**src/rtl/irqc_pkg.sv**
```systemverilog
// Shared register map for the dual-host interrupt controller.
package irqc_pkg;
    localparam int ADR_ST0   = 0;
    localparam int ADR_MK0   = 1;
    localparam int ADR_ST1   = 2;
    localparam int ADR_MK1   = 3;
    localparam int ADR_EDGE  = 4;
    localparam int ADR_CTRL  = 6;
    localparam int CTRL_COR  = 0;
    localparam int NUM_HOSTS = 2;
endpackage

```
**src/rtl/irqc_edge_unit.sv**
```systemverilog
// Synchronises each source with two flops and flags configured edges.
// Assumes sources are low during reset; cfg holds {rise,fall} per source.
module irqc_edge_unit #(
    parameter int NSRC = 6
) (
    input  logic              clk,
    input  logic              rst_n,
    input  logic [NSRC-1:0]   src_i,
    input  logic [2*NSRC-1:0] cfg_i,
    output logic [NSRC-1:0]   ev_o
);
    logic [NSRC-1:0] meta_q, sync_q, prev_q;

    // Two-flop synchroniser plus one history stage for edge compare
    always_ff @(posedge clk) begin
        if (!rst_n) begin
            meta_q <= '0;
            sync_q <= '0;
            prev_q <= '0;
        end else begin
            meta_q <= src_i;
            sync_q <= meta_q;
            prev_q <= sync_q;
        end
    end

    for (genvar i = 0; i < NSRC; i++) begin : g_det
        // Event when the enabled direction of change is seen
        assign ev_o[i] = (sync_q[i] & ~prev_q[i] & cfg_i[2*i+1])
                       | (~sync_q[i] & prev_q[i] & cfg_i[2*i]);
    end
endmodule

```
**src/rtl/irqc_host_view.sv**
```systemverilog
// One host's status, mask and one-deep pending slot, with its interrupt.
// Assumes ev_i is a single-cycle event pulse per source.
module irqc_host_view #(
    parameter int NSRC = 6
) (
    input  logic            clk,
    input  logic            rst_n,
    input  logic [NSRC-1:0] ev_i,
    input  logic            cor_i,
    input  logic            st_rd_i,
    input  logic            st_wr_i,
    input  logic            mk_wr_i,
    input  logic [NSRC-1:0] wdata_i,
    output logic [NSRC-1:0] st_o,
    output logic [NSRC-1:0] mk_o,
    output logic            irq_n_o
);
    logic [NSRC-1:0] pend_q, ev_en, clr, keep, st_d, pend_d;

    // Next status and pending state from acks and unmasked events
    always_comb begin
        ev_en  = ev_i & ~mk_o;
        clr    = (st_rd_i && cor_i)  ? st_o :
                 (st_wr_i && !cor_i) ? wdata_i : '0;
        keep   = st_o & ~clr;
        st_d   = keep | ev_en | pend_q;
        pend_d = (keep & (pend_q | ev_en)) | (~keep & ev_en & pend_q);
    end

    // State registers; masks reset to all ones
    always_ff @(posedge clk) begin
        if (!rst_n) begin
            st_o    <= '0;
            pend_q  <= '0;
            mk_o    <= '1;
            irq_n_o <= 1'b1;
        end else begin
            st_o    <= st_d;
            pend_q  <= pend_d;
            if (mk_wr_i) mk_o <= wdata_i;
            irq_n_o <= ~|(st_o & ~mk_o);
        end
    end

    AST_PEND_NEEDS_STATUS: assert property (@(posedge clk) disable iff (!rst_n)
        (pend_q & ~st_o) == '0);
    AST_MASKED_NO_SET: assert property (@(posedge clk) disable iff (!rst_n)
        (|mk_o) |=> ((st_o & ~$past(st_o)) & $past(mk_o & ~pend_q)) == '0);
    AST_SET_HAS_CAUSE: assert property (@(posedge clk) disable iff (!rst_n)
        (|(~st_o)) |=> ((st_o & ~$past(st_o)) & ~$past(ev_i | pend_q)) == '0);
    AST_IRQ_IDLE_HIGH: assert property (@(posedge clk) disable iff (!rst_n)
        (st_o == '0) |=> irq_n_o);
    AST_COR_CLEARS: assert property (@(posedge clk) disable iff (!rst_n)
        (cor_i && st_rd_i) |=>
        (st_o & $past(st_o & ~(ev_i & ~mk_o) & ~pend_q)) == '0);
endmodule

```
**src/rtl/irqc_dual_host.sv**
```systemverilog
// Dual-host secondary interrupt controller: register port, shared edge
// configuration, acknowledge-mode control and two host views.
// Assumes NSRC <= DATA_W and at most two edge bytes in the address map.
module irqc_dual_host
    import irqc_pkg::*;
#(
    parameter int NSRC   = 6,
    parameter int ADDR_W = 3,
    parameter int DATA_W = 8
) (
    input  logic              clk,
    input  logic              rst_n,
    input  logic [NSRC-1:0]   src_i,
    input  logic [ADDR_W-1:0] addr_i,
    input  logic [DATA_W-1:0] wdata_i,
    input  logic              wr_en_i,
    input  logic              rd_en_i,
    output logic [DATA_W-1:0] rdata_o,
    output logic              irq0_n_o,
    output logic              irq1_n_o
);
    localparam int EDGE_W     = 2 * NSRC;
    localparam int EDGE_BYTES = (EDGE_W + DATA_W - 1) / DATA_W;
    localparam logic [DATA_W-1:0] LOW_MASK = DATA_W'((1 << NSRC) - 1);

    logic [EDGE_W-1:0]            edge_cfg;
    logic [EDGE_BYTES*DATA_W-1:0] edge_pad;
    logic                         cor_q;
    logic [NSRC-1:0]              ev;
    logic [NSRC-1:0]              st_v [NUM_HOSTS];
    logic [NSRC-1:0]              mk_v [NUM_HOSTS];
    logic                         irq_v [NUM_HOSTS];
    logic [DATA_W-1:0]            rd_next;

    assign edge_pad = (EDGE_BYTES*DATA_W)'(edge_cfg);

    // Shared edge configuration and acknowledge-mode bit
    always_ff @(posedge clk) begin
        if (!rst_n) begin
            edge_cfg <= '0;
            cor_q    <= 1'b0;
        end else if (wr_en_i) begin
            for (int j = 0; j < EDGE_W; j++) begin
                if (addr_i == ADDR_W'(ADR_EDGE + j / DATA_W))
                    edge_cfg[j] <= wdata_i[j % DATA_W];
            end
            if (addr_i == ADDR_W'(ADR_CTRL)) cor_q <= wdata_i[CTRL_COR];
        end
    end

    irqc_edge_unit #(.NSRC(NSRC)) u_edge (
        .clk   (clk),
        .rst_n (rst_n),
        .src_i (src_i),
        .cfg_i (edge_cfg),
        .ev_o  (ev)
    );

    for (genvar h = 0; h < NUM_HOSTS; h++) begin : g_host
        irqc_host_view #(.NSRC(NSRC)) u_view (
            .clk     (clk),
            .rst_n   (rst_n),
            .ev_i    (ev),
            .cor_i   (cor_q),
            .st_rd_i (rd_en_i && addr_i == ADDR_W'(ADR_ST0 + 2*h)),
            .st_wr_i (wr_en_i && addr_i == ADDR_W'(ADR_ST0 + 2*h)),
            .mk_wr_i (wr_en_i && addr_i == ADDR_W'(ADR_MK0 + 2*h)),
            .wdata_i (wdata_i[NSRC-1:0]),
            .st_o    (st_v[h]),
            .mk_o    (mk_v[h]),
            .irq_n_o (irq_v[h])
        );
    end

    assign irq0_n_o = irq_v[0];
    assign irq1_n_o = irq_v[1];

    // Read multiplexer over the register map
    always_comb begin
        rd_next = '0;
        for (int h = 0; h < NUM_HOSTS; h++) begin
            if (addr_i == ADDR_W'(ADR_ST0 + 2*h)) rd_next[NSRC-1:0] = st_v[h];
            if (addr_i == ADDR_W'(ADR_MK0 + 2*h)) rd_next[NSRC-1:0] = mk_v[h];
        end
        for (int b = 0; b < EDGE_BYTES; b++) begin
            if (addr_i == ADDR_W'(ADR_EDGE + b)) rd_next = edge_pad[b*DATA_W +: DATA_W];
        end
        if (addr_i == ADDR_W'(ADR_CTRL)) rd_next[CTRL_COR] = cor_q;
    end

    // Registered read data, held between reads
    always_ff @(posedge clk) begin
        if (!rst_n)       rdata_o <= '0;
        else if (rd_en_i) rdata_o <= rd_next;
    end

    AST_UPPER_ZERO: assert property (@(posedge clk) disable iff (!rst_n)
        (rd_en_i && addr_i < ADDR_W'(ADR_EDGE)) |=> (rdata_o & ~LOW_MASK) == '0);
    AST_RDATA_HOLD: assert property (@(posedge clk) disable iff (!rst_n)
        !rd_en_i |=> $stable(rdata_o));
endmodule

```
**config.mk**
```make
export PLATFORM = sky130hd
export DESIGN_NAME = irqc_dual_host
export DESIGN_NICKNAME = d
export VERILOG_FILES = /design/src/rtl/irqc_pkg.sv /design/src/rtl/irqc_edge_unit.sv /design/src/rtl/irqc_host_view.sv /design/src/rtl/irqc_dual_host.sv
export SDC_FILE = /design/constraint.sdc
export NUM_CORES = 1
export LEC_CHECK = 0
export ABC_AREA = 1
export BUFFER_PORTS_ARGS = -buffer_cell sky130_fd_sc_hd__buf_2
export CAP_MARGIN = 20
export CELL_PAD_IN_SITES_DETAIL_PLACEMENT = 1
export CELL_PAD_IN_SITES_GLOBAL_PLACEMENT = 2
export CORE_ASPECT_RATIO = 1.2
export CORE_MARGIN = 4
export CORE_UTILIZATION = 36
export CTS_BUF_LIST = sky130_fd_sc_hd__clkbuf_4 sky130_fd_sc_hd__clkbuf_8 sky130_fd_sc_hd__clkbuf_16
export DETAILED_ROUTE_END_ITERATION = 7
export HOLD_SLACK_MARGIN = 0.1
export PLACE_DENSITY = 0.89
export SLEW_MARGIN = 20
export SYNTH_ARGS = -nofsm -noshare
export SYNTH_HDL_FRONTEND = slang
export SYNTH_SLANG_ARGS = --single-unit
```
**constraint.sdc**
```tcl
create_clock -name clk -period 2.45 [get_ports clk]
set_clock_uncertainty 0.05 [all_clocks]
set_input_delay 0.245 -clock clk [delete_from_list [all_inputs] [get_ports clk]]
set_output_delay 0.245 -clock clk [all_outputs]
set_load 0.005 [all_outputs]
```
==> results of run 1 <==
## area by class of cell
cell class	instances	area, sq um	area share (%)
Timing Repair Buffer	41	255	6.63
Inverter	65	245	6.37
Clock buffer	10	138	3.57
Sequential cell	77	1540	40.0
Clock inverter	6	52.6	1.36
Tap cell	120	150	3.90
Multi-Input combinational cell	307	1470	38.1
## worst max path at each step
stage               slack [ps]                        to  cells after the start  startpoint
global placement           810               edge_cfg[3]                      7   addr_i[1]
detailed placement         720  g_host[1].u_view.mk_o[2]                      6   addr_i[2]
floorplan                 1140  g_host[0].u_view.st_o[4]                      8   addr_i[1]
global route               790  g_host[0].u_view.st_o[5]                      9     rd_en_i
finish                     930  g_host[0].u_view.st_o[0]                      9     rd_en_i
CTS                        940  g_host[0].u_view.st_o[5]                      9     rd_en_i
## cells in the mapped netlist, drive strengths merged
master,instances,area [sq um]
nand3,48,260
o22ai,1,6.26
inv,63,236
clkbuf,8,30.0
nand2,114,438
nand4,8,50.1
nor3,2,26.3
a21oi,49,245
dfxtp,77,1540
a21o,6,45.0
nor2,30,141
o21ai,45,225
clkinv,2,8.75
o2111ai,1,8.76
o31ai,1,7.51
o211ai,2,15.0
buf,8,57.6
## sequential cells by signal (all words and copies together), names as in the netlist
name,cells
g_host.u_view.pend_q,12
edge_cfg,12
u_edge.meta_q,6
u_edge.prev_q,6
g_host.u_view.irq_n_o,2
u_edge.sync_q,6
g_host.u_view.mk_o,12
g_host.u_view.st_o,12
rdata_o,8
cor_q,1
## metal layers
layer / part of all wire, % / track usage (%)
met5: 0 / 0
met4: 2.9 / 9.11
met3: 3.2 / 4.22
met2: 49 / 33.3
met1: 44 / 25.5
## metrics by stage
step | power (mW) | utilization (%)
6_report | 2.45 | 42.6
5_1_grt | 2.57 | 42.6
4_1_cts | 2.49 | 42.6
3_5_place_dp | 1.54 | 39.5
3_3_place_gp | 1.53 | 39.5
2_1_floorplan | 1.46 | -
## where the power goes
group / internal [mW] / switching [mW]
Clock: 0.413 / 0.519
Combinational: 0.0713 / 0.144
Sequential: 1.28 / 0.0223
Total: 1.77 / 0.685
## logic make-up after synthesis
group                  count (synthesis)
buffers and inverters                 81
AO/OA/AOI/OAI                        105
AND/OR/NAND/NOR                      202
flip-flops                            77
## tightest hold or removal path, cell delays in order
cell	delay (ps)
sky130_fd_sc_hd__buf_2	150
sky130_fd_sc_hd__nand3_1	90
sky130_fd_sc_hd__a21oi_1	60
==> tab_implementation.tex, run 1 <==
\begin{tabular}{lr}
\hline
Metric & Value \\
\hline
\multicolumn{2}{l}{\textbf{Outcome}} \\
\quad Outcome & complete, no violations \\
\multicolumn{2}{l}{\textbf{Setup path}} \\
\quad Number of cell instances on the worst register-to-register path & 6 \\
\quad Worst-path cell with the longest stage delay & sky130\_fd\_sc\_hd\_\_dlygate4sd3\_1 \\
\quad Critical path cell sequence & dlygate4sd3\_1 > buf\_2 > nand2\_1 > inv\_2 > nand2\_2 > nand3\_1 > nand2\_1 > o21ai\_1 > inv\_1 \\
\quad Family of cells with the greatest summed delay on the critical path & buffers and inverters \\
\quad Worst stage delay on the critical path & 530 ps \\
\quad CP max FO & 12 \\
\quad Critical path capture point type & flip-flop \\
\quad Endpoint of the worst register-to-register path & g\_host[1].u\_view.pend\_q[5] \\
\quad Sort of element at the start of the critical path & primary input \\
\quad Most used cell, CP & sky130\_fd\_sc\_hd\_\_nand2\_1 \\
\quad CP Data Required Time & between 2000 and 3000 ps \\
\quad Arrival @ worst endpoint & 1730 ps \\
\quad Buffers \& Inverters on Critical Path & 4 \\
\quad Worst r2r src & edge\_cfg[11] \\
\quad Start-to-end type of the worst setup path & in2reg \\
\quad Register-to-Register Setup Slack & between 1000 and 1500 ps \\
\multicolumn{2}{l}{\textbf{Die}} \\
\quad Floorplan core area & between 9000 and 10,000 sq um \\
\quad Effective utilization at floorplan & between 30\% and 40\% \\
\quad Die boundary height & between 100 and 150 um \\
\quad Total I/O pin count & 31 \\
\quad Width of the chip & about 96 um \\
\quad Full die area & about 11,000 sq um \\
\quad Number of placement rows & 38 \\
\multicolumn{2}{l}{\textbf{Placed design}} \\
\quad Final weighted congestion of routability-driven global placement & 0.901 \\
\quad Instance area after placement & around 3600 sq um \\
\quad Worst-case setup slack after placement & $\sim$720 ps \\
\quad Final HPWL from detailed placement & $\sim$7600 um \\
\quad Instance count after placement with tap cells included & 601 \\
\quad Port Buf Inserts & 30 \\
\multicolumn{2}{l}{\textbf{Clocking}} \\
\quad Cts hold-fix bufs & 9 \\
\quad Clock Latency Late Sink & 360 ps \\
\quad Clock Sinks & 77 \\
\quad Num CTS Buffers & 9 \\
\quad Bufs on Longest Clock Path & 2 \\
\quad Clock input transition at the sequential cells of the worst setup and hold paths & about 80 ps \\
\quad Total setup buffers inserted after CTS & 0 \\
\quad Resize count post-CTS & 0 \\
\quad CTS tree & yes \\
\quad CTS H-tree depth & 3 \\
\quad Library cell used as clock root buffer & sky130\_fd\_sc\_hd\_\_clkbuf\_8 \\
\multicolumn{2}{l}{\textbf{Yosys}} \\
\quad Warning count from the yosys run & 0 \\
\quad Part of the Yosys area used for sequential elements & 46.1\% \\
\quad Post-synthesis cell type count & 28 \\
\quad Complex-gate fraction of the synthesized area & between 10\% and 20\% \\
\quad Multiplexer fraction of the synthesized cell area & 0\% \\
\quad Count of mapped cells out of synthesis & between 400 and 500 \\
\quad Synthesized flop and latch total & 77 \\
\quad Synthesized Nets & $\sim$500 \\
\quad Basic-gate share of the synthesized area counting and, or, nand and nor cells & 27.4\% \\
\quad Post-Syn Area & about 3300 sq um \\
\quad Mean cell area of the mapped netlist & between 7 and 8 sq um \\
\quad Share of the synthesized netlist area taken by xor and xnor gates & 0\% \\
\quad Arithmetic-cell share of the synthesized area counting full adders, half adders and majority gates & 0\% \\
\quad Largest family of logic cells by synthesized area & simple AND/OR/NAND/NOR gates \\
\multicolumn{2}{l}{\textbf{STA}} \\
\quad Max Clock Freq & 656 MHz \\
\quad \# setup viols final & 0 \\
\quad Final critical-path setup slack & about 930 ps \\
\quad Post-route setup TNS & 0 ps \\
\quad Remaining max-slew budget at the tightest pin & between 50\% and 60\% \\
\quad Endpoints failing hold & 0 \\
\quad Least-Margin Pin Slew & between 700 and 800 ps \\
\quad Max-slew violation count & 0 \\
\quad Worst Hold Slack & 182 ps \\
\quad Unrepaired setup endpoints after global routing & false \\
\quad Share of the clock period used by the worst path after layout & $\sim$62\% \\
\quad Fin crit period & 1520 ps \\
\multicolumn{2}{l}{\textbf{Cells and area}} \\
\quad Layout filler cell count & 1,194 \\
\quad Commonest cells after routing, fill and taps aside & sky130\_fd\_sc\_hd\_\_nand2\_1, sky130\_fd\_sc\_hd\_\_dfxtp\_1, sky130\_fd\_sc\_hd\_\_inv\_1 \\
\quad Share of cells above drive strength 1 & a little over an eighth \\
\quad Commonest non-fill, non-tap cell in the layout & sky130\_fd\_sc\_hd\_\_nand2\_1 \\
\quad Post-route insts no fill & approximately 630 \\
\quad Total inserted antenna cells & 0 \\
\quad Post-route cell area & roughly 3900 sq um \\
\quad Final net count & 522 \\
\quad Area Growth Syn to Fin & 15.2\% \\
\multicolumn{2}{l}{\textbf{GRT}} \\
\quad Number of antenna violations at the first check in global routing & 0 \\
\quad Largest net degree at the start of global routing & 27 \\
\quad Via count of the first global-routing pass & roughly 3.3k \\
\quad All-layer global routing usage & 20.4\% \\
\quad Final global-route overflow total & 0 \\
\quad Wire length of the first global-routing pass & about 17,000 um \\
\multicolumn{2}{l}{\textbf{Route}} \\
\quad Via-to-Cell Ratio & 5.00 \\
\quad Routed length per instance & around 16 um \\
\quad DRC violation total after the first TritonRoute iteration & about 120 \\
\quad Antenna-violating nets left & 0 \\
\quad Number of detailed-routing iterations run before antenna repair & 4 \\
\quad DRC viols & 0 \\
\quad Count of vias placed by the detailed router & around 3.1k \\
\quad Final Routed Wirelength & roughly 10,000 um \\
\multicolumn{2}{l}{\textbf{Worst hold path}} \\
\quad Hold worst-path end & edge\_cfg[6] \\
\quad Worst hold path stage count & 3 \\
\quad Hold path start & wr\_en\_i \\
\quad Class of the worst hold path & in2reg \\
\multicolumn{2}{l}{\textbf{Power and ir drop}} \\
\quad PD cells & between 600 and 700 nW/um\^{}2 \\
\quad Worst IR Drop VDD & 326 uV \\
\quad P\_leak & roughly 1.8 nW \\
\multicolumn{2}{l}{\textbf{Job}} \\
\quad Total of max-cap violations & 0 \\
\hline
\end{tabular}
Power figures use the tool's default switching activity.
==> inputs of run 2 (changes only) <==
--- a/config.mk
+++ b/config.mk
@@ -12,11 +12,11 @@
 export CELL_PAD_IN_SITES_GLOBAL_PLACEMENT = 2
 export CORE_ASPECT_RATIO = 1.2
 export CORE_MARGIN = 4
-export CORE_UTILIZATION = 36
+export CORE_UTILIZATION = 33
 export CTS_BUF_LIST = sky130_fd_sc_hd__clkbuf_4 sky130_fd_sc_hd__clkbuf_8 sky130_fd_sc_hd__clkbuf_16
 export DETAILED_ROUTE_END_ITERATION = 7
 export HOLD_SLACK_MARGIN = 0.1
-export PLACE_DENSITY = 0.89
+export PLACE_DENSITY = 0.83
 export SLEW_MARGIN = 20
 export SYNTH_ARGS = -nofsm -noshare
 export SYNTH_HDL_FRONTEND = slang
==> constraint.sdc (replaced) <==
create_clock -name clk -period 1.5 [get_ports clk]
set_clock_uncertainty 0.05 [all_clocks]
set_input_delay 0.15 -clock clk [delete_from_list [all_inputs] [get_ports clk]]
set_output_delay 0.15 -clock clk [all_outputs]
set_load 0.005 [all_outputs]
==> tab_implementation.tex, run 2 (synthesis gave the netlist of run 1 again) <==
\begin{tabular}{lr}
\hline
Metric & Value \\
\hline
\multicolumn{2}{l}{\textbf{Setup path}} \\
\quad Endpoint of the worst register-to-register path & g\_host[1].u\_view.pend\_q[4] \\
\quad CP Data Required Time & 1710 ps \\
\quad Number of cell instances on the worst register-to-register path & 6 \\
\quad Start-to-end type of the worst setup path & in2reg \\
\quad Worst-path cell with the longest stage delay & sky130\_fd\_sc\_hd\_\_dlygate4sd3\_1 \\
\quad Worst stage delay on the critical path & 530 ps \\
\quad Worst r2r src & edge\_cfg[9] \\
\quad Arrival @ worst endpoint & approximately 1600 ps \\
\quad Sort of element at the start of the critical path & primary input \\
\quad Critical path capture point type & flip-flop \\
\quad Critical path cell sequence & dlygate4sd3\_1 > buf\_2 > nand2\_1 > inv\_2 > nand2\_2 > nand3\_2 > nand2\_1 > nand2\_1 > a21oi\_1 \\
\quad Register-to-Register Setup Slack & 140 ps \\
\quad CP max FO & 12 \\
\quad Most used cell, CP & sky130\_fd\_sc\_hd\_\_nand2\_1 \\
\multicolumn{2}{l}{\textbf{Die}} \\
\quad Width of the chip & approximately 100 um \\
\quad Effective utilization at floorplan & about a third \\
\quad Total I/O pin count & 31 \\
\quad Full die area & 11,800 sq um \\
\quad Floorplan core area & roughly 10000 sq um \\
\quad Die boundary height & between 100 and 150 um \\
\quad Number of placement rows & 40 \\
\multicolumn{2}{l}{\textbf{STA}} \\
\quad Least-Margin Pin Slew & approximately 460 ps \\
\quad Worst Hold Slack & 118 ps \\
\quad Fin crit period & approximately 1400 ps \\
\quad Post-route setup TNS & 0 ps \\
\quad Remaining max-slew budget at the tightest pin & roughly 69\% \\
\quad Max-slew violation count & 0 \\
\quad Max Clock Freq & between 700 and 800 MHz \\
\quad Endpoints failing hold & 0 \\
\quad Share of the clock period used by the worst path after layout & approximately 93\% \\
\quad Unrepaired setup endpoints after global routing & false \\
\quad \# setup viols final & 0 \\
\multicolumn{2}{l}{\textbf{Route}} \\
\quad Number of detailed-routing iterations run before antenna repair & 4 \\
\quad DRC violation total after the first TritonRoute iteration & approximately 120 \\
\quad Antenna-violating nets left & 0 \\
\quad Via-to-Cell Ratio & about 4.9 \\
\quad Final Routed Wirelength & between 10,000 and 15,000 um \\
\quad Routed length per instance & roughly 16 um \\
\quad Count of vias placed by the detailed router & approximately 3.2k \\
\quad DRC viols & 0 \\
\multicolumn{2}{l}{\textbf{Clocking}} \\
\quad CTS H-tree depth & 3 \\
\quad Num CTS Buffers & 9 \\
\quad Bufs on Longest Clock Path & 2 \\
\quad Clock input transition at the sequential cells of the worst setup and hold paths & $\sim$60 ps \\
\quad Clock Sinks & 77 \\
\quad Library cell used as clock root buffer & sky130\_fd\_sc\_hd\_\_clkbuf\_16 \\
\quad CTS tree & yes \\
\quad Clock Latency Late Sink & $\sim$340 ps \\
\multicolumn{2}{l}{\textbf{Cells and area}} \\
\quad Share of cells above drive strength 1 & $\sim$15\% \\
\quad Finished Core Util & slightly above 40\% \\
\quad Final net count & 530 \\
\quad Commonest cells after routing, fill and taps aside & sky130\_fd\_sc\_hd\_\_nand2\_1, sky130\_fd\_sc\_hd\_\_dfxtp\_1, sky130\_fd\_sc\_hd\_\_inv\_1 \\
\quad Commonest non-fill, non-tap cell in the layout & sky130\_fd\_sc\_hd\_\_nand2\_1 \\
\quad Area Growth Syn to Fin & 21.2\% \\
\quad Total inserted antenna cells & 0 \\
\multicolumn{2}{l}{\textbf{GRT}} \\
\quad Global-route track usage on met1 & between 20\% and 30\% \\
\quad Met2 layer usage reported by global route & approximately 28\% \\
\quad Number of antenna violations at the first check in global routing & 0 \\
\quad Via count of the first global-routing pass & approximately 3.2k \\
\quad Wire length of the first global-routing pass & around 17,000 um \\
\quad Most Crowded Layer GR & met2 \\
\quad Met3 global-route usage & slightly below 3\% \\
\quad Largest net degree at the start of global routing & 43 \\
\quad Final global-route overflow total & 0 \\
\quad All-layer global routing usage & roughly 18\% \\
\multicolumn{2}{l}{\textbf{Worst hold path}} \\
\quad Hold path start & wdata\_i[5] \\
\quad Class of the worst hold path & in2reg \\
\quad Worst hold path stage count & 3 \\
\quad Hold worst-path end & g\_host[1].u\_view.mk\_o[5] \\
\multicolumn{2}{l}{\textbf{Placed design}} \\
\quad Final weighted congestion of routability-driven global placement & roughly 0.86 \\
\quad Final HPWL from detailed placement & between 7000 and 8000 um \\
\quad Port Buf Inserts & 30 \\
\multicolumn{2}{l}{\textbf{Outcome}} \\
\quad Outcome & complete, no violations \\
\multicolumn{2}{l}{\textbf{Job}} \\
\quad Total of max-cap violations & 0 \\
\multicolumn{2}{l}{\textbf{Power and ir drop}} \\
\quad P\_leak & around 1.8 nW \\
\quad Worst IR Drop VDD & roughly 500 uV \\
\quad PD cells & 1170 nW/um\^{}2 \\
\quad Post-layout power & 4.72 mW \\
\hline
\end{tabular}
run 2: cell types whose count changed in the layout (fill, tap and decap cells not counted):
cell / previous run / this run
sky130_fd_sc_hd__clkinv_2: 1 / 2
sky130_fd_sc_hd__clkinv_4: 0 / 1
sky130_fd_sc_hd__clkbuf_16: 0 / 9
sky130_fd_sc_hd__buf_4: 2 / 9
sky130_fd_sc_hd__clkinv_1: 1 / 0
sky130_fd_sc_hd__buf_12: 0 / 1
sky130_fd_sc_hd__nor2_2: 2 / 3
sky130_fd_sc_hd__clkbuf_8: 10 / 0
sky130_fd_sc_hd__inv_6: 3 / 1
sky130_fd_sc_hd__bufinv_16: 0 / 1
sky130_fd_sc_hd__nor2_1: 26 / 25
sky130_fd_sc_hd__clkbuf_4: 0 / 1
sky130_fd_sc_hd__o21ai_1: 23 / 24
sky130_fd_sc_hd__o21ai_0: 22 / 21
run 2: routing by layer:
metal	part of all wire, %	up-vias	wire length (um)
li1	-	1600	-
met1	46	1487	4620
met2	48	50	4800
met3	3.6	22	359
met4	3.0	0	299
met5	0	-	0
run 2: how the worst max path moves through the flow:
stage | to | startpoint | cells past startpoint
after floorplan | g_host[0].u_view.st_o[4] | addr_i[1] | 8
after global placement | g_host[1].u_view.pend_q[4] | addr_i[1] | 6
after detailed placement | g_host[1].u_view.pend_q[4] | edge_cfg[9] | 6
after CTS | g_host[1].u_view.pend_q[4] | edge_cfg[9] | 6
after global routing | g_host[0].u_view.pend_q[5] | rd_en_i | 9
final | g_host[0].u_view.pend_q[4] | rd_en_i | 9
run 2: metrics by stage:
stage / setup WS, ps / instances / instance area, sq um
after floorplan: 285 / 465 / 3340
after global placement: 37.4 / 615 / 3650
after detailed placement: -35.6 / 615 / 3650
after CTS: 88.6 / 640 / 4050
after global routing: 3.40 / 640 / 4050
final: 103 / 640 / 4050
run 2: area by class of cell:
type,count,area (sq um)
repair buffers,49,328
multi-input cells,307,1470
flip-flops and latches,77,1540
fillers,1253,5910
inverters,65,249
clock inverters,6,71.3
clock buffers,10,233
well taps,126,158
run 2: power by group:
part	internal, mW	switching, mW	total [mW]	leakage [nW]
Combinational	0.132	0.242	0.374	1.07
Sequential	2.10	0.0339	2.14	0.627
Clock	1.32	0.889	2.21	0.148
Total	3.56	1.16	4.72	1.85
run 2: worst max-delay path: cells and delay by family:
kind / cells / cell delay, ps
buffers and inverters: 3 / 730
and+or+nand+nor: 5 / 580
AOI/OAI and AO/OA: 1 / 140
run 2: repair_timing:
action	4_1_cts	5_1_grt
gates resized for setup	1	2
endpoints found under the hold margin	9	0
hold buffers	9	0
buffers inserted	0	0
setup endpoints to repair	1	2
==> inputs of run 3 (changes only) <==
==> constraint.sdc (replaced) <==
create_clock -name clk -period 1.5 [get_ports clk]
set_clock_uncertainty 0.05 [all_clocks]
set_input_delay 0.3 -clock clk [delete_from_list [all_inputs] [get_ports clk]]
set_output_delay 0.3 -clock clk [all_outputs]
set_load 0.005 [all_outputs]
==> tab_implementation.tex, run 3 (synthesis gave the netlist of run 1 again) <==
\begin{tabular}{lr}
\hline
Metric & Value \\
\hline
\multicolumn{2}{l}{\textbf{Power and ir drop}} \\
\quad PD cells & approximately 1100 nW/um\^{}2 \\
\quad P\_leak & between 1.5 and 2 nW \\
\quad Post-layout power & about 4.6 mW \\
\quad Worst IR Drop VDD & about 410 uV \\
\multicolumn{2}{l}{\textbf{Route}} \\
\quad Final Routed Wirelength & a little over 10,000 um \\
\quad Number of detailed-routing iterations run before antenna repair & 4 \\
\quad Via-to-Cell Ratio & about 4.9 \\
\quad DRC viols & 0 \\
\quad Antenna-violating nets left & 0 \\
\quad Routed length per instance & 15.9 um \\
\quad Count of vias placed by the detailed router & between 3k and 4k \\
\quad DRC violation total after the first TritonRoute iteration & $\sim$130 \\
\multicolumn{2}{l}{\textbf{GRT}} \\
\quad Number of antenna violations at the first check in global routing & 0 \\
\quad Global-route track usage on met1 & a little under a quarter \\
\quad Met2 layer usage reported by global route & between 30\% and 40\% \\
\quad Final global-route overflow total & 0 \\
\quad Met3 global-route usage & about 3.2\% \\
\quad Most Crowded Layer GR & met2 \\
\quad Via count of the first global-routing pass & roughly 3.2k \\
\quad Largest net degree at the start of global routing & 28 \\
\quad All-layer global routing usage & 18.3\% \\
\quad Wire length of the first global-routing pass & 16,900 um \\
\multicolumn{2}{l}{\textbf{Cells and area}} \\
\quad Layout filler cell count & 1,273 \\
\quad Post-route insts no fill & 643 \\
\quad Total inserted antenna cells & 0 \\
\quad Final net count & approximately 530 \\
\quad Commonest non-fill, non-tap cell in the layout & sky130\_fd\_sc\_hd\_\_nand2\_1 \\
\quad Commonest cells after routing, fill and taps aside & sky130\_fd\_sc\_hd\_\_nand2\_1, sky130\_fd\_sc\_hd\_\_dfxtp\_1, sky130\_fd\_sc\_hd\_\_inv\_1 \\
\quad Finished Core Util & 40.7\% \\
\quad Area Growth Syn to Fin & 21.4\% \\
\quad Share of cells above drive strength 1 & 16.4\% \\
\quad Post-route cell area & 4060 sq um \\
\multicolumn{2}{l}{\textbf{Outcome}} \\
\quad Outcome & complete, no violations \\
\multicolumn{2}{l}{\textbf{STA}} \\
\quad Post-route setup TNS & 0 ps \\
\quad Unrepaired setup endpoints after global routing & false \\
\quad Max Clock Freq & around 760 MHz \\
\quad Worst Hold Slack & between 150 and 200 ps \\
\quad Endpoints failing hold & 0 \\
\quad Fin crit period & roughly 1300 ps \\
\quad Final critical-path setup slack & approximately 180 ps \\
\quad Least-Margin Pin Slew & approximately 390 ps \\
\quad Share of the clock period used by the worst path after layout & 88.0\% \\
\quad Remaining max-slew budget at the tightest pin & around 74\% \\
\quad \# setup viols final & 0 \\
\quad Max-slew violation count & 0 \\
\multicolumn{2}{l}{\textbf{Die}} \\
\quad Full die area & 11,800 sq um \\
\quad Total I/O pin count & 31 \\
\quad Die boundary height & around 120 um \\
\quad Effective utilization at floorplan & approximately 34\% \\
\quad Number of placement rows & 40 \\
\quad Width of the chip & roughly 100 um \\
\quad Floorplan core area & roughly 10000 sq um \\
\multicolumn{2}{l}{\textbf{Placed design}} \\
\quad Port Buf Inserts & 30 \\
\quad Final weighted congestion of routability-driven global placement & between 0.8 and 0.9 \\
\quad Final HPWL from detailed placement & between 7000 and 8000 um \\
\quad Instance area after placement & 3710 sq um \\
\quad Worst-case setup slack after placement & -58.4 ps \\
\quad Instance count after placement with tap cells included & 621 \\
\multicolumn{2}{l}{\textbf{Clocking}} \\
\quad Num CTS Buffers & 9 \\
\quad CTS H-tree depth & 3 \\
\quad Clock Sinks & just under 80 \\
\quad Clock Latency Late Sink & between 300 and 400 ps \\
\quad CTS tree & yes \\
\quad Total setup buffers inserted after CTS & 0 \\
\quad Clock input transition at the sequential cells of the worst setup and hold paths & around 70 ps \\
\quad Bufs on Longest Clock Path & 2 \\
\quad Library cell used as clock root buffer & sky130\_fd\_sc\_hd\_\_clkbuf\_16 \\
\multicolumn{2}{l}{\textbf{Setup path}} \\
\quad CP Data Required Time & 1680 ps \\
\quad Start-to-end type of the worst setup path & reg2reg \\
\quad CP max FO & 12 \\
\quad Arrival @ worst endpoint & $\sim$1500 ps \\
\quad Critical path capture point type & flip-flop \\
\quad Buffers \& Inverters on Critical Path & 2 \\
\quad Worst stage delay on the critical path & 370 ps \\
\quad Sort of element at the start of the critical path & flip-flop \\
\quad Family of cells with the greatest summed delay on the critical path & simple AND/OR/NAND/NOR gates \\
\quad Critical path cell sequence & nand2\_1 > inv\_2 > nand2\_2 > nand3\_1 > nand2\_1 > o21ai\_1 > inv\_1 \\
\quad Worst-path cell with the longest stage delay & sky130\_fd\_sc\_hd\_\_dfxtp\_2 \\
\quad Most used cell, CP & sky130\_fd\_sc\_hd\_\_nand2\_1 \\
\multicolumn{2}{l}{\textbf{Job}} \\
\quad Total of max-cap violations & 0 \\
\multicolumn{2}{l}{\textbf{Worst hold path}} \\
\quad Class of the worst hold path & in2reg \\
\hline
\end{tabular}
-- run 3: tightest hold or removal path, stage by stage --
cell	delay [ps]
sky130_fd_sc_hd__buf_2	90
sky130_fd_sc_hd__nand3_1	70
sky130_fd_sc_hd__a21oi_1	60
-- run 3: final timing paths --
check             slack, ps                        to  depth (start not counted)             start
setup / recovery        180  g_host[0].u_view.st_o[5]                          7             cor_q
hold / removal          180               edge_cfg[6]                          3        wdata_i[6]
setup reg to reg        180  g_host[0].u_view.st_o[5]                          7             cor_q
hold reg to reg         360          u_edge.sync_q[0]                          2  u_edge.meta_q[0]
-- run 3: cell type report --
class                   instances  area, sq um  share of cell area [%]
multi-input cells             307         1470                    36.3
repair buffers                 52          355                    8.76
clock inverters                 6         46.3                    1.14
well taps                     126          158                    3.89
inverters                      65          245                    6.04
clock buffers                  10          239                    5.89
flip-flops and latches         77         1540                    38.0
-- run 3: report_power, final --
| part | internal [mW] | switching (mW) | leakage [nW] | total (mW) |
|---|---|---|---|---|
| sequential | 2.10 | 0.0362 | 0.627 | 2.14 |
| clock | 1.18 | 0.904 | 0.135 | 2.08 |
| combinational | 0.140 | 0.243 | 1.10 | 0.383 |
| total | 3.42 | 1.18 | 1.86 | 4.60 |
-- run 3: per-layer routing --
metal  share of wire, %  wire (um)
met1                 45       4580
met2                 50       5080
met3                3.7        382
met4                2.0        205
met5                  0          0
-- run 3: timing repair --
item,CTS,global route
hold endpoints to repair,6,0
hold buffers,6,0
resized for setup,0,4
setup endpoints to repair,0,6
